**src/rtl/bwd_cal_seq_pkg.sv**
```systemverilog
package bwd_cal_seq_pkg;

  typedef enum logic [2:0] {
    SQ_IDLE,
    SQ_ISSUE,
    SQ_WAIT,
    SQ_WR_DEC,
    SQ_WR_ZERO
  } sq_state_e;

  // coefficient select codes on the write port
  localparam logic [1:0] CSEL_NEG  = 2'b00;
  localparam logic [1:0] CSEL_ZERO = 2'b01;
  localparam logic [1:0] CSEL_POS  = 2'b10;

endpackage

```
**src/rtl/bwd_cal_seq_idx.sv**
```systemverilog
// Loop indices: stage (outer, counting down), decision, fragment (inner).
module bwd_cal_seq_idx #(
  parameter int NUM_STAGES = 5,
  parameter int NUM_FRAG   = 4,
  localparam int STG_W = $clog2(NUM_STAGES + 1),
  localparam int FRG_W = $clog2(NUM_FRAG)
) (
  input  logic             clk,
  input  logic             rst_n,
  input  logic             srst,
  input  logic             idx_init,
  input  logic             frag_adv,
  input  logic             dec_adv,
  input  logic             stage_adv,
  output logic [STG_W-1:0] stage_q,
  output logic             dec_q,
  output logic [FRG_W-1:0] frag_q,
  output logic             last_frag,
  output logic             first_stage
);

  localparam logic [STG_W-1:0] STG_TOP  = STG_W'(NUM_STAGES);
  localparam logic [STG_W-1:0] STG_ONE  = STG_W'(1);
  localparam logic [FRG_W-1:0] FRG_LAST = FRG_W'(NUM_FRAG - 1);

  logic [STG_W-1:0] stage_d;
  logic             dec_d;
  logic [FRG_W-1:0] frag_d;
  logic             idx_en;

  assign last_frag   = (frag_q == FRG_LAST);
  assign first_stage = (stage_q == STG_ONE);
  assign idx_en      = idx_init | frag_adv | dec_adv | stage_adv;

  always_comb begin
    stage_d = stage_q;
    dec_d   = dec_q;
    frag_d  = frag_q;
    if (idx_init) begin
      stage_d = STG_TOP;
      dec_d   = 1'b0;
      frag_d  = '0;
    end else if (stage_adv) begin
      stage_d = first_stage ? STG_TOP : (stage_q - STG_ONE);
      dec_d   = 1'b0;
      frag_d  = '0;
    end else if (dec_adv) begin
      dec_d   = 1'b1;
      frag_d  = '0;
    end else if (frag_adv) begin
      frag_d  = last_frag ? '0 : (frag_q + FRG_W'(1));
    end
  end

  always_ff @(posedge clk or negedge rst_n) begin
    if (!rst_n) begin
      stage_q <= STG_TOP;
      dec_q   <= 1'b0;
      frag_q  <= '0;
    end else if (srst) begin
      stage_q <= STG_TOP;
      dec_q   <= 1'b0;
      frag_q  <= '0;
    end else if (idx_en) begin
      stage_q <= stage_d;
      dec_q   <= dec_d;
      frag_q  <= frag_d;
    end
  end

endmodule

```
**src/rtl/bwd_cal_seq_acc.sv**
```systemverilog
// Running signed sum of correlator results for one decision value.
module bwd_cal_seq_acc #(
  parameter int MEAS_W = 24,
  parameter int COEF_W = 26
) (
  input  logic                     clk,
  input  logic                     rst_n,
  input  logic                     srst,
  input  logic                     acc_clr,
  input  logic                     acc_add,
  input  logic signed [MEAS_W-1:0] din,
  output logic signed [COEF_W-1:0] sum_q
);

  localparam int EXT_W = COEF_W - MEAS_W;

  logic signed [COEF_W-1:0] din_ext;
  logic signed [COEF_W-1:0] sum_d;
  logic                     acc_en;

  assign din_ext = {{EXT_W{din[MEAS_W-1]}}, din};
  assign acc_en  = acc_clr | acc_add;

  always_comb begin
    if (acc_clr) sum_d = '0;
    else         sum_d = sum_q + din_ext;
  end

  always_ff @(posedge clk or negedge rst_n) begin
    if (!rst_n)      sum_q <= '0;
    else if (srst)   sum_q <= '0;
    else if (acc_en) sum_q <= sum_d;
  end

endmodule

```
**src/rtl/bwd_cal_seq_fsm.sv**
```systemverilog
// Measurement and coefficient-write control.
module bwd_cal_seq_fsm
  import bwd_cal_seq_pkg::*;
(
  input  logic clk,
  input  logic rst_n,
  input  logic srst,
  input  logic start,
  input  logic fast_first,
  input  logic corr_done,
  input  logic last_frag,
  input  logic cur_dec,
  input  logic first_stage,
  output logic corr_start,
  output logic idx_init,
  output logic frag_adv,
  output logic dec_adv,
  output logic stage_adv,
  output logic acc_add,
  output logic acc_clr,
  output logic coef_we,
  output logic coef_zero,
  output logic fast_q
);

  sq_state_e state_q, state_d;
  logic      fast_d;
  logic      fast_en;

  always_comb begin
    state_d    = state_q;
    fast_d     = fast_q;
    fast_en    = 1'b0;
    corr_start = 1'b0;
    idx_init   = 1'b0;
    frag_adv   = 1'b0;
    dec_adv    = 1'b0;
    stage_adv  = 1'b0;
    acc_add    = 1'b0;
    acc_clr    = 1'b0;
    coef_we    = 1'b0;
    coef_zero  = 1'b0;
    case (state_q)
      SQ_IDLE: begin
        if (start) begin
          idx_init = 1'b1;
          fast_d   = fast_first;
          fast_en  = 1'b1;
          state_d  = SQ_ISSUE;
        end
      end
      SQ_ISSUE: begin
        corr_start = 1'b1;
        state_d    = SQ_WAIT;
      end
      SQ_WAIT: begin
        if (corr_done) begin
          acc_add  = 1'b1;
          frag_adv = 1'b1;
          state_d  = last_frag ? SQ_WR_DEC : SQ_ISSUE;
        end
      end
      SQ_WR_DEC: begin
        coef_we = 1'b1;
        acc_clr = 1'b1;
        if (!cur_dec) begin
          dec_adv = 1'b1;
          state_d = SQ_ISSUE;
        end else begin
          state_d = SQ_WR_ZERO;
        end
      end
      SQ_WR_ZERO: begin
        coef_we   = 1'b1;
        coef_zero = 1'b1;
        stage_adv = 1'b1;
        if (first_stage) begin
          fast_d  = 1'b0;
          fast_en = 1'b1;
        end
        state_d = SQ_ISSUE;
      end
      default: state_d = SQ_IDLE;
    endcase
  end

  always_ff @(posedge clk or negedge rst_n) begin
    if (!rst_n) begin
      state_q <= SQ_IDLE;
      fast_q  <= 1'b0;
    end else if (srst) begin
      state_q <= SQ_IDLE;
      fast_q  <= 1'b0;
    end else begin
      state_q <= state_d;
      if (fast_en) fast_q <= fast_d;
    end
  end

endmodule

```
**src/rtl/bwd_cal_seq.sv**
```systemverilog
module bwd_cal_seq
  import bwd_cal_seq_pkg::*;
#(
  parameter int NUM_STAGES = 5,
  parameter int NUM_FRAG   = 4,
  parameter int MEAS_W     = 24,
  parameter int LOG2M_W    = 5,
  parameter int LOG2M_FAST = 16,
  parameter int LOG2M_NORM = 28,
  localparam int STG_W  = $clog2(NUM_STAGES + 1),
  localparam int FRG_W  = $clog2(NUM_FRAG),
  localparam int COEF_W = MEAS_W + $clog2(NUM_FRAG)
) (
  input  logic                     clk,
  input  logic                     rst_n,
  input  logic                     srst,
  input  logic                     start,
  input  logic                     fast_first,
  input  logic                     corr_done,
  input  logic signed [MEAS_W-1:0] corr_val,
  output logic                     corr_start,
  output logic [LOG2M_W-1:0]       corr_log2m,
  output logic                     input_short,
  output logic [STG_W-1:0]         sel_stage,
  output logic                     sel_dec,
  output logic [FRG_W-1:0]         sel_frag,
  output logic [NUM_STAGES-1:0]    corr_en_mask,
  output logic                     coef_we,
  output logic [STG_W-1:0]         coef_stage,
  output logic [1:0]               coef_sel,
  output logic signed [COEF_W-1:0] coef_data
);

  logic idx_init, frag_adv, dec_adv, stage_adv;
  logic acc_add, acc_clr, coef_zero;
  logic last_frag, first_stage;
  logic signed [COEF_W-1:0] sum_q;

  bwd_cal_seq_fsm u_fsm (
    .clk         (clk),
    .rst_n       (rst_n),
    .srst        (srst),
    .start       (start),
    .fast_first  (fast_first),
    .corr_done   (corr_done),
    .last_frag   (last_frag),
    .cur_dec     (sel_dec),
    .first_stage (first_stage),
    .corr_start  (corr_start),
    .idx_init    (idx_init),
    .frag_adv    (frag_adv),
    .dec_adv     (dec_adv),
    .stage_adv   (stage_adv),
    .acc_add     (acc_add),
    .acc_clr     (acc_clr),
    .coef_we     (coef_we),
    .coef_zero   (coef_zero),
    .fast_q      (input_short)
  );

  bwd_cal_seq_idx #(
    .NUM_STAGES (NUM_STAGES),
    .NUM_FRAG   (NUM_FRAG)
  ) u_idx (
    .clk         (clk),
    .rst_n       (rst_n),
    .srst        (srst),
    .idx_init    (idx_init),
    .frag_adv    (frag_adv),
    .dec_adv     (dec_adv),
    .stage_adv   (stage_adv),
    .stage_q     (sel_stage),
    .dec_q       (sel_dec),
    .frag_q      (sel_frag),
    .last_frag   (last_frag),
    .first_stage (first_stage)
  );

  bwd_cal_seq_acc #(
    .MEAS_W (MEAS_W),
    .COEF_W (COEF_W)
  ) u_acc (
    .clk     (clk),
    .rst_n   (rst_n),
    .srst    (srst),
    .acc_clr (acc_clr),
    .acc_add (acc_add),
    .din     (corr_val),
    .sum_q   (sum_q)
  );

  // stages later than the one being measured are already corrected
  for (genvar k = 0; k < NUM_STAGES; k++) begin : g_mask
    localparam logic [STG_W-1:0] STG_ID = STG_W'(k + 1);
    assign corr_en_mask[k] = (STG_ID > sel_stage);
  end

  assign corr_log2m = input_short ? LOG2M_W'(LOG2M_FAST) : LOG2M_W'(LOG2M_NORM);
  assign coef_stage = sel_stage;
  assign coef_sel   = coef_zero ? CSEL_ZERO : (sel_dec ? CSEL_POS : CSEL_NEG);
  assign coef_data  = coef_zero ? '0 : sum_q;

endmodule

```
**config.mk**
```make
export PLATFORM = sky130hd
export DESIGN_NAME = bwd_cal_seq
export DESIGN_NICKNAME = d
export VERILOG_FILES = /design/src/rtl/bwd_cal_seq_pkg.sv /design/src/rtl/bwd_cal_seq_idx.sv /design/src/rtl/bwd_cal_seq_acc.sv /design/src/rtl/bwd_cal_seq_fsm.sv /design/src/rtl/bwd_cal_seq.sv
export SDC_FILE = /design/constraint.sdc
export NUM_CORES = 1
export LEC_CHECK = 0
export BUFFER_PORTS_ARGS = -buffer_cell sky130_fd_sc_hd__buf_4
export CAP_MARGIN = 30
export CORE_ASPECT_RATIO = 0.8
export CORE_MARGIN = 8
export CORE_UTILIZATION = 40
export CTS_CLUSTER_DIAMETER = 40
export DETAILED_ROUTE_END_ITERATION = 6
export SKIP_CTS_REPAIR_TIMING = 1
export SLEW_MARGIN = 20
export SYNTH_ARGS = -nofsm -noshare
export SYNTH_HDL_FRONTEND = slang
export SYNTH_SLANG_ARGS = --single-unit
```
**constraint.sdc**
```tcl
create_clock -name clk -period 3.5 [get_ports clk]
set_clock_uncertainty 0.2 [all_clocks]
set_input_delay 0.525 -clock clk [delete_from_list [all_inputs] [get_ports clk]]
set_output_delay 0.525 -clock clk [all_outputs]
set_load 0.1 [all_outputs]
```
==> results of run 1 <==
==> placed cells by master (no fill, tap or decap), types with 10 or more instances in the layout <==
cell,netlist,final
ha_1,30,30
o21ai_0,39,38
nor2_1,20,20
nand2_1,43,43
xor2_1,10,10
a21oi_1,27,25
and2_1,28,28
buf_4,8,79
dfrtp_1,34,34
inv_1,15,15
==> cell type report <==
| class | instances | area share |
|---|---|---|
| multi-input combinational | 302 | 0.527 |
| inverter | 15 | 0.0147 |
| tap | 105 | 0.0343 |
| sequential | 36 | 0.236 |
| clock inverter | 1 | 0.00784 |
| timing repair buffer | 79 | 0.155 |
| clock buffer | 7 | 0.0251 |
==> sequential cells by signal (all words and copies together), names as in the netlist <==
| name | cells |
|---|---|
| u_idx.dec_q | 1 |
| u_idx.frag_q | 2 |
| u_acc.sum_q | 26 |
| u_fsm.fast_q | 1 |
| u_idx.stage_q | 3 |
| u_fsm.state_q | 3 |
==> power by group <==
group | internal [mW] | switching [mW] | total [mW]
logic | 0.0988 | 0.215 | 0.314
registers | 0.426 | 0.0100 | 0.436
clock network | 0.252 | 0.169 | 0.421
total | 0.777 | 0.394 | 1.17
==> cell usage after synthesis, types with 6 or more instances <==
| cell | count |
|---|---|
| ha_1 | 30 |
| nand3_1 | 7 |
| nand2_1 | 43 |
| inv_1 | 15 |
| a21o_1 | 8 |
| nor3_1 | 6 |
| xnor2_1 | 8 |
| buf_4 | 8 |
| o21ai_0 | 39 |
| a21oi_1 | 27 |
| dfrtp_1 | 34 |
| and2_1 | 28 |
| nor2_1 | 20 |
| xor2_1 | 10 |
| clkbuf_1 | 12 |
==> kinds of logic (layout without fill, tap and decap cells) <==
group / count (synthesis) / in the layout / share of synthesized area
AND/OR/NAND/NOR: 133 / 133 / 0.219
AO/OA/AOI/OAI: 114 / 114 / 0.241
flip-flops: 36 / 36 / 0.295
buffers and inverters: 35 / 102 / 0.0527
adder cells (fa/ha/maj): 31 / 31 / 0.129
XOR/XNOR: 18 / 18 / 0.0515
multiplexers: 3 / 3 / 0.00981
other: 2 / 3 / 0.00245
==> worst max path at each step <==
stage,to,start,slack [ns],cells past startpoint
final,u_acc.sum_q[24],u_acc.sum_q[0],0.63,11
after global placement,u_acc.sum_q[24],corr_val[0],0.45,12
after global routing,u_acc.sum_q[24],u_acc.sum_q[0],0.45,11
after detailed placement,u_acc.sum_q[24],corr_val[0],0.39,12
after CTS,u_acc.sum_q[24],u_acc.sum_q[0],0.62,11
after floorplan,corr_en_mask[1],u_idx.stage_q[1],-0.14,2
==> layer usage <==
| layer | vias to the layer above | track usage | part of all wire |
|---|---|---|---|
| li1 | 1433 | - | - |
| met1 | 1288 | 0.209 | 0.50 |
| met2 | 86 | 0.227 | 0.41 |
| met3 | 10 | 0.0424 | 0.081 |
| met4 | 0 | 0.0420 | 0.014 |
| met5 | - | 0 | 0 |
==> key figures, run 1 <==
Final layout
  – Cell Count, Final, Fillers Out: 545
  – Synth-to-layout area growth: 25.1%
  – FF/Latch Area: 903 um^2
  – Antenna diodes: 0
  – Design Area, Final: 0.00383 mm^2
  – Fillers: 757
  – Layout cell share with drive strength beyond 1: 0.236
  – Core Util, Final: 0.516
  – Layout net count: 500
  – Multi-input logic area: 0.00202 mm^2

Synth
  – Top_reg_cell synth: dfrtp_1
  – Post-synthesis sequential area ratio: 0.295
  – Area share of the leading cell type in the synthesized netlist: 0.278
  – Synthesized instance count: 372
  – Post-synth EDFFs: 0
  – Post-synth top area cell: dfrtp_1
  – Yosys warning count: 0
  – Post-synth ARST share: 1.00
  – Avg Cell Area, Syn: 8.23 um^2
  – Synth cell types: 52
  – Post-synthesis cell area: 0.00306 mm^2
  – Yosys reg bits: 36
  – Area contributors post-synth: dfrtp_1, ha_1, o21ai_0, and2_1, nand2_1

Worst setup path
  – Critical path's largest stage delay: 0.40 ns
  – Launching point of the worst reg2reg path: u_acc.sum_q[0]
  – Slowest CP cell: dfrtp_1
  – Req. time, crit path: 3.49 ns
  – Buf/Inv on CP: 1
  – CP Launch Type: register
  – CP Max Fanout: 4
  – Reg2reg end: u_acc.sum_q[24]
  – CP cell instances: ha_1 -> inv_1 -> fa_1 -> nor2b_1 -> o31ai_4 -> a21oi_2 -> o311a_1 -> o21ai_2 -> a211oi_1 -> or3_1 -> a32o_1
  – R2R setup slack: 0.63 ns
  – Crit path DAT: 2.85 ns
  – Reg2reg path depth: 11
  – Delay-heaviest family, CP: compound AO/OA/AOI/OAI gates
  – Crit Path Class: register to register
  – Critical path capture point type: register

Placed design
  – HPWL after DPL: 6190 um
  – Placement Cell Area: 0.00370 mm^2
  – GP Congestion: 0.907
  – Number of port buffers: 76
  – Cells after DPL: 537
  – DP Worst Slack: 0.389 ns

Timing
  – Post-route setup slack: 0.634 ns
  – Setup Viol. Count Final: 0
  – Fin crit period: 2.87 ns
  – TNS Setup: 0 ns
  – Achievable Freq: 0.349 GHz
  – Max Slew Vio Count: 0
  – Final Hold Viols: 12
  – Least-Margin Pin Slew: 0.508 ns
  – RSZ-0062 raised after global routing: no
  – Period utilisation layout: 0.819
  – Fin Hold WS: -0.0106 ns
  – Slew headroom: 0.661

Clock network
  – Clk slew on worst S/H paths: 0.08 ns
  – CTS Buf Count: 5
  – Clock tree buffer depth: 2
  – Clock net sink count: 36
  – Root Buffer: clkbuf_8
  – CTS tree: yes
  – Clock Latency Late Sink: 0.30 ns
  – H-tree levels: 2

Min path
  – Hold Path Class: input port to asynchronous set/reset pin

Floorplan
  – Die footprint: 0.0107 mm^2
  – Row Count: 28
  – IO Pins: 80
  – Chip height: 94.3 um
  – Initial Util: 0.412
  – Core area: 0.00743 mm^2
  – Die width: 114 um

Routing
  – Via/cell ratio: 5.17
  – # DRC: 0
  – TritonRoute pass-1 iters: 4
  – Final WL: 8100 um
  – Drt initial violations: 139
  – Vias: 2,817
  – Antenna viol nets, final: 0
  – Avg WL per Cell: 14.9 um

Power and ir drop
  – Static Leakage: 1.92 nW
  – Worst vdd ir: 0.000172 V
  – PwrDens: 306 mW/mm^2
  – Tot Pwr: 1.17 mW

Run status
  – Failing checks: hold timing
  – Status: finished, violations left

Flow run
  – Max cap viols: 0

Global routing
  – Initial antenna violation count: 0
  – Global-route wire length before repair: 13,200 um
  – Number of global-route vias before repair: 2,704
  – GRT Util Overall: 0.152
  – Global route overflow: 0
  – Largest net degree at the start of global routing: 37
Power figures use the tool's default switching activity.
==> inputs of run 2 (changes only) <==
Settings changed: ABC_AREA set to 1.
Clock period 3.5 ns to 2.63 ns, I/O delays scaled along.
==> key figures, run 2 <==
Run status
  – Status: finished clean

Final layout
  – Synth-to-layout area growth: 23.5%
  – Core Util, Final: 0.512 (-0.00355)
  – Largest register FFs: 26 (unchanged)
  – Layout cell share with drive strength beyond 1: 0.230 (-0.00681)
  – Biggest regs: u_acc.sum_q: 26 flops, u_fsm.state_q: 3 flops, u_idx.stage_q: 3 flops
  – Layout net count: 757 (+51%)
  – Commonest non-fill, non-tap cell in the layout: nand2_1
  – Most frequent cells in the layout: nand2_1, inv_1, buf_4
  – Reg with most FFs: u_acc.sum_q
  – Antenna diodes: 0 (unchanged)

Clock network
  – CTS Buf Count: 5 (unchanged)
  – Clock net sink count: 36 (unchanged)
  – Clock tree buffer depth: 2 (unchanged)
  – H-tree levels: 2 (unchanged)
  – Root Buffer: clkbuf_16
  – CTS tree: yes
  – Clock Latency Late Sink: 0.29 ns (about the same)
  – Clk slew on worst S/H paths: 0.06 ns (-0.02 ns)

Placed design
  – Number of port buffers: 76 (unchanged)
  – HPWL after DPL: 9220 um (+49%)
  – GP Congestion: 0.920 (+1.5%)

Synth
  – Most common cell in the synthesized netlist: nand2_1
  – Yosys reg bits: 36 (unchanged)
  – Post-synth ARST share: 1.00 (unchanged)
  – Synth cell types: 37 (-29%)
  – Post-synthesis sequential area ratio: 0.239 (-0.0561)
  – Post-synthesis cell area: 0.00378 mm^2 (+23%)
  – Avg Cell Area, Syn: 6.08 um^2 (-26%)
  – Area share of the leading cell type in the synthesized netlist: 0.225 (-0.0528)
  – Post-synth EDFFs: 0 (unchanged)
  – Yosys warning count: 0 (unchanged)
  – Top_reg_cell synth: dfrtp_1
  – Synthesized instance count: 622 (+67%)
  – Area contributors post-synth: dfrtp_1, nand2_1, inv_1, ha_1, nor2_1
  – Synth cell count leaders: nand2_1, inv_1, nor2_1, dfrtp_1, nand3_1
  – Post-synth top area cell: dfrtp_1

Timing
  – RSZ-0062 raised after global routing: no
  – Fin Hold WS: 0.118 ns (+0.129 ns)
  – Achievable Freq: 0.432 GHz
  – Slew headroom: 0.651 (-0.00996)
  – Fin crit period: 2.31 ns
  – Least-Margin Pin Slew: 0.523 ns (+0.0149 ns)
  – Period utilisation layout: 0.880
  – Max Slew Vio Count: 0 (unchanged)
  – Setup Viol. Count Final: 0 (unchanged)
  – Final Hold Viols: 0 (-12)

Floorplan
  – Die footprint: 0.0128 mm^2 (+20%)
  – Die width: 125 um (+9.6%)
  – Chip height: 103 um (+9.2%)
  – Row Count: 31 (+11%)
  – IO Pins: 80 (unchanged)
  – Initial Util: 0.415 (+0.00246)
  – Core area: 0.00911 mm^2 (+23%)

Power and ir drop
  – PwrDens: 433 mW/mm^2 (+42%)
  – Static Leakage: 2.63 nW (+37%)
  – Worst vdd ir: 0.000357 V (+110%)
  – Tot Pwr: 2.02 mW (+73%)

Worst setup path
  – Buf/Inv on CP: 2 (+1)
  – Req. time, crit path: 2.04 ns (-1.45 ns)
  – CP Max Fanout: 7 (+3)
  – Critical path capture point type: output pin
  – Crit Path Class: register to output pin
  – Slowest CP cell: dfstp_2
  – Reg2reg path depth: 13 (+2)
  – Crit path DAT: 1.72 ns (-1.13 ns)
  – CP cell instances: inv_1 -> ha_1 -> o21ai_4 -> buf_4
  – Stages on the worst setup path: 4 (-7)
  – Critical path's largest stage delay: 0.62 ns (+0.22 ns)
  – Delay-heaviest family, CP: flip-flops
  – CP Launch Type: register

Routing
  – Antenna viol nets, final: 0 (unchanged)
  – Via/cell ratio: 4.80 (-7.1%)
  – Vias: 3,900 (+38%)
  – TritonRoute pass-1 iters: 4 (unchanged)
  – # DRC: 0 (unchanged)
  – Final WL: 11,400 um (+41%)
  – Avg WL per Cell: 14.0 um (-5.5%)
  – Drt initial violations: 231 (+66%)

Min path
  – Hold path cells: 2
  – Hold Path Class: input port to register

Global routing
  – Largest net degree at the start of global routing: 37 (unchanged)
  – Global-route wire length before repair: 19,000 um (+43%)
  – Global route overflow: 0 (unchanged)
  – Initial antenna violation count: 0 (unchanged)
  – GRT busiest layer: met2
  – Number of global-route vias before repair: 3,876 (+43%)
  – Grt met1 use: 0.257 (+0.0482)
  – Met2 Use GR: 0.265 (+0.0385)
  – GRT met3 Usage: 0.0545 (+0.0121)
  – GRT Util Overall: 0.183 (+0.0311)

Flow run
  – Max cap viols: 0 (unchanged)
==> run 2: area by class of cell <==
class                   count  area, um^2
fillers                   957        4450
multi-input cells         438        2340
flip-flops and latches     36         905
repair buffers             80         603
inverters                 135         512
well taps                 115         144
clock buffers               6         129
clock inverters             2        35.0
==> run 2: routing by layer <==
layer,part of all wire,up-vias
met5,0,-
met4,0.0066,0
met3,0.094,4
met2,0.40,127
met1,0.50,1734
li1,-,2035
==> run 2: cell families (layout without fill, tap and decap cells) <==
group,Yosys count,after routing,share of synthesized area
buffers and inverters,149,223,0.166
adders and majority gates,31,31,0.105
other,2,3,0.00199
AOI/OAI and AO/OA,67,67,0.100
and+or+nand+nor,336,336,0.387
xor gates and xnor gates,1,1,0.00232
DFF,36,36,0.239
==> run 2: worst paths after layout <==
kind                                  startpoint          endpoint  slack [ns]
worst max-delay path            u_idx.stage_q[0]   corr_en_mask[3]        0.32
worst min-delay path                        srst  u_fsm.state_q[2]        0.12
worst max register to register    u_acc.sum_q[0]   u_acc.sum_q[22]        0.41
worst min register to register   u_acc.sum_q[23]   u_acc.sum_q[23]        0.31
max in group asynchronous                  rst_n  u_idx.stage_q[1]        1.42
min in group asynchronous                  rst_n       u_idx.dec_q        0.43
==> run 2: stage by stage <==
stage / TNS [ns] / instance area (um^2) / instances / setup slack, ns
4_1_cts: 0 / 4660 / 811 / 0.300
6_report: 0 / 4670 / 812 / 0.317
3_3_place_gp: 0 / 4500 / 803 / 0.368
2_1_floorplan: -0.166 / 3870 / 623 / -0.166
5_1_grt: 0 / 4670 / 812 / 0.211
3_5_place_dp: 0 / 4500 / 803 / 0.311
==> run 2: power by group <==
part           internal, mW  switching (mW)
Clock                 0.447           0.259
Combinational         0.185           0.530
Sequential            0.579          0.0200
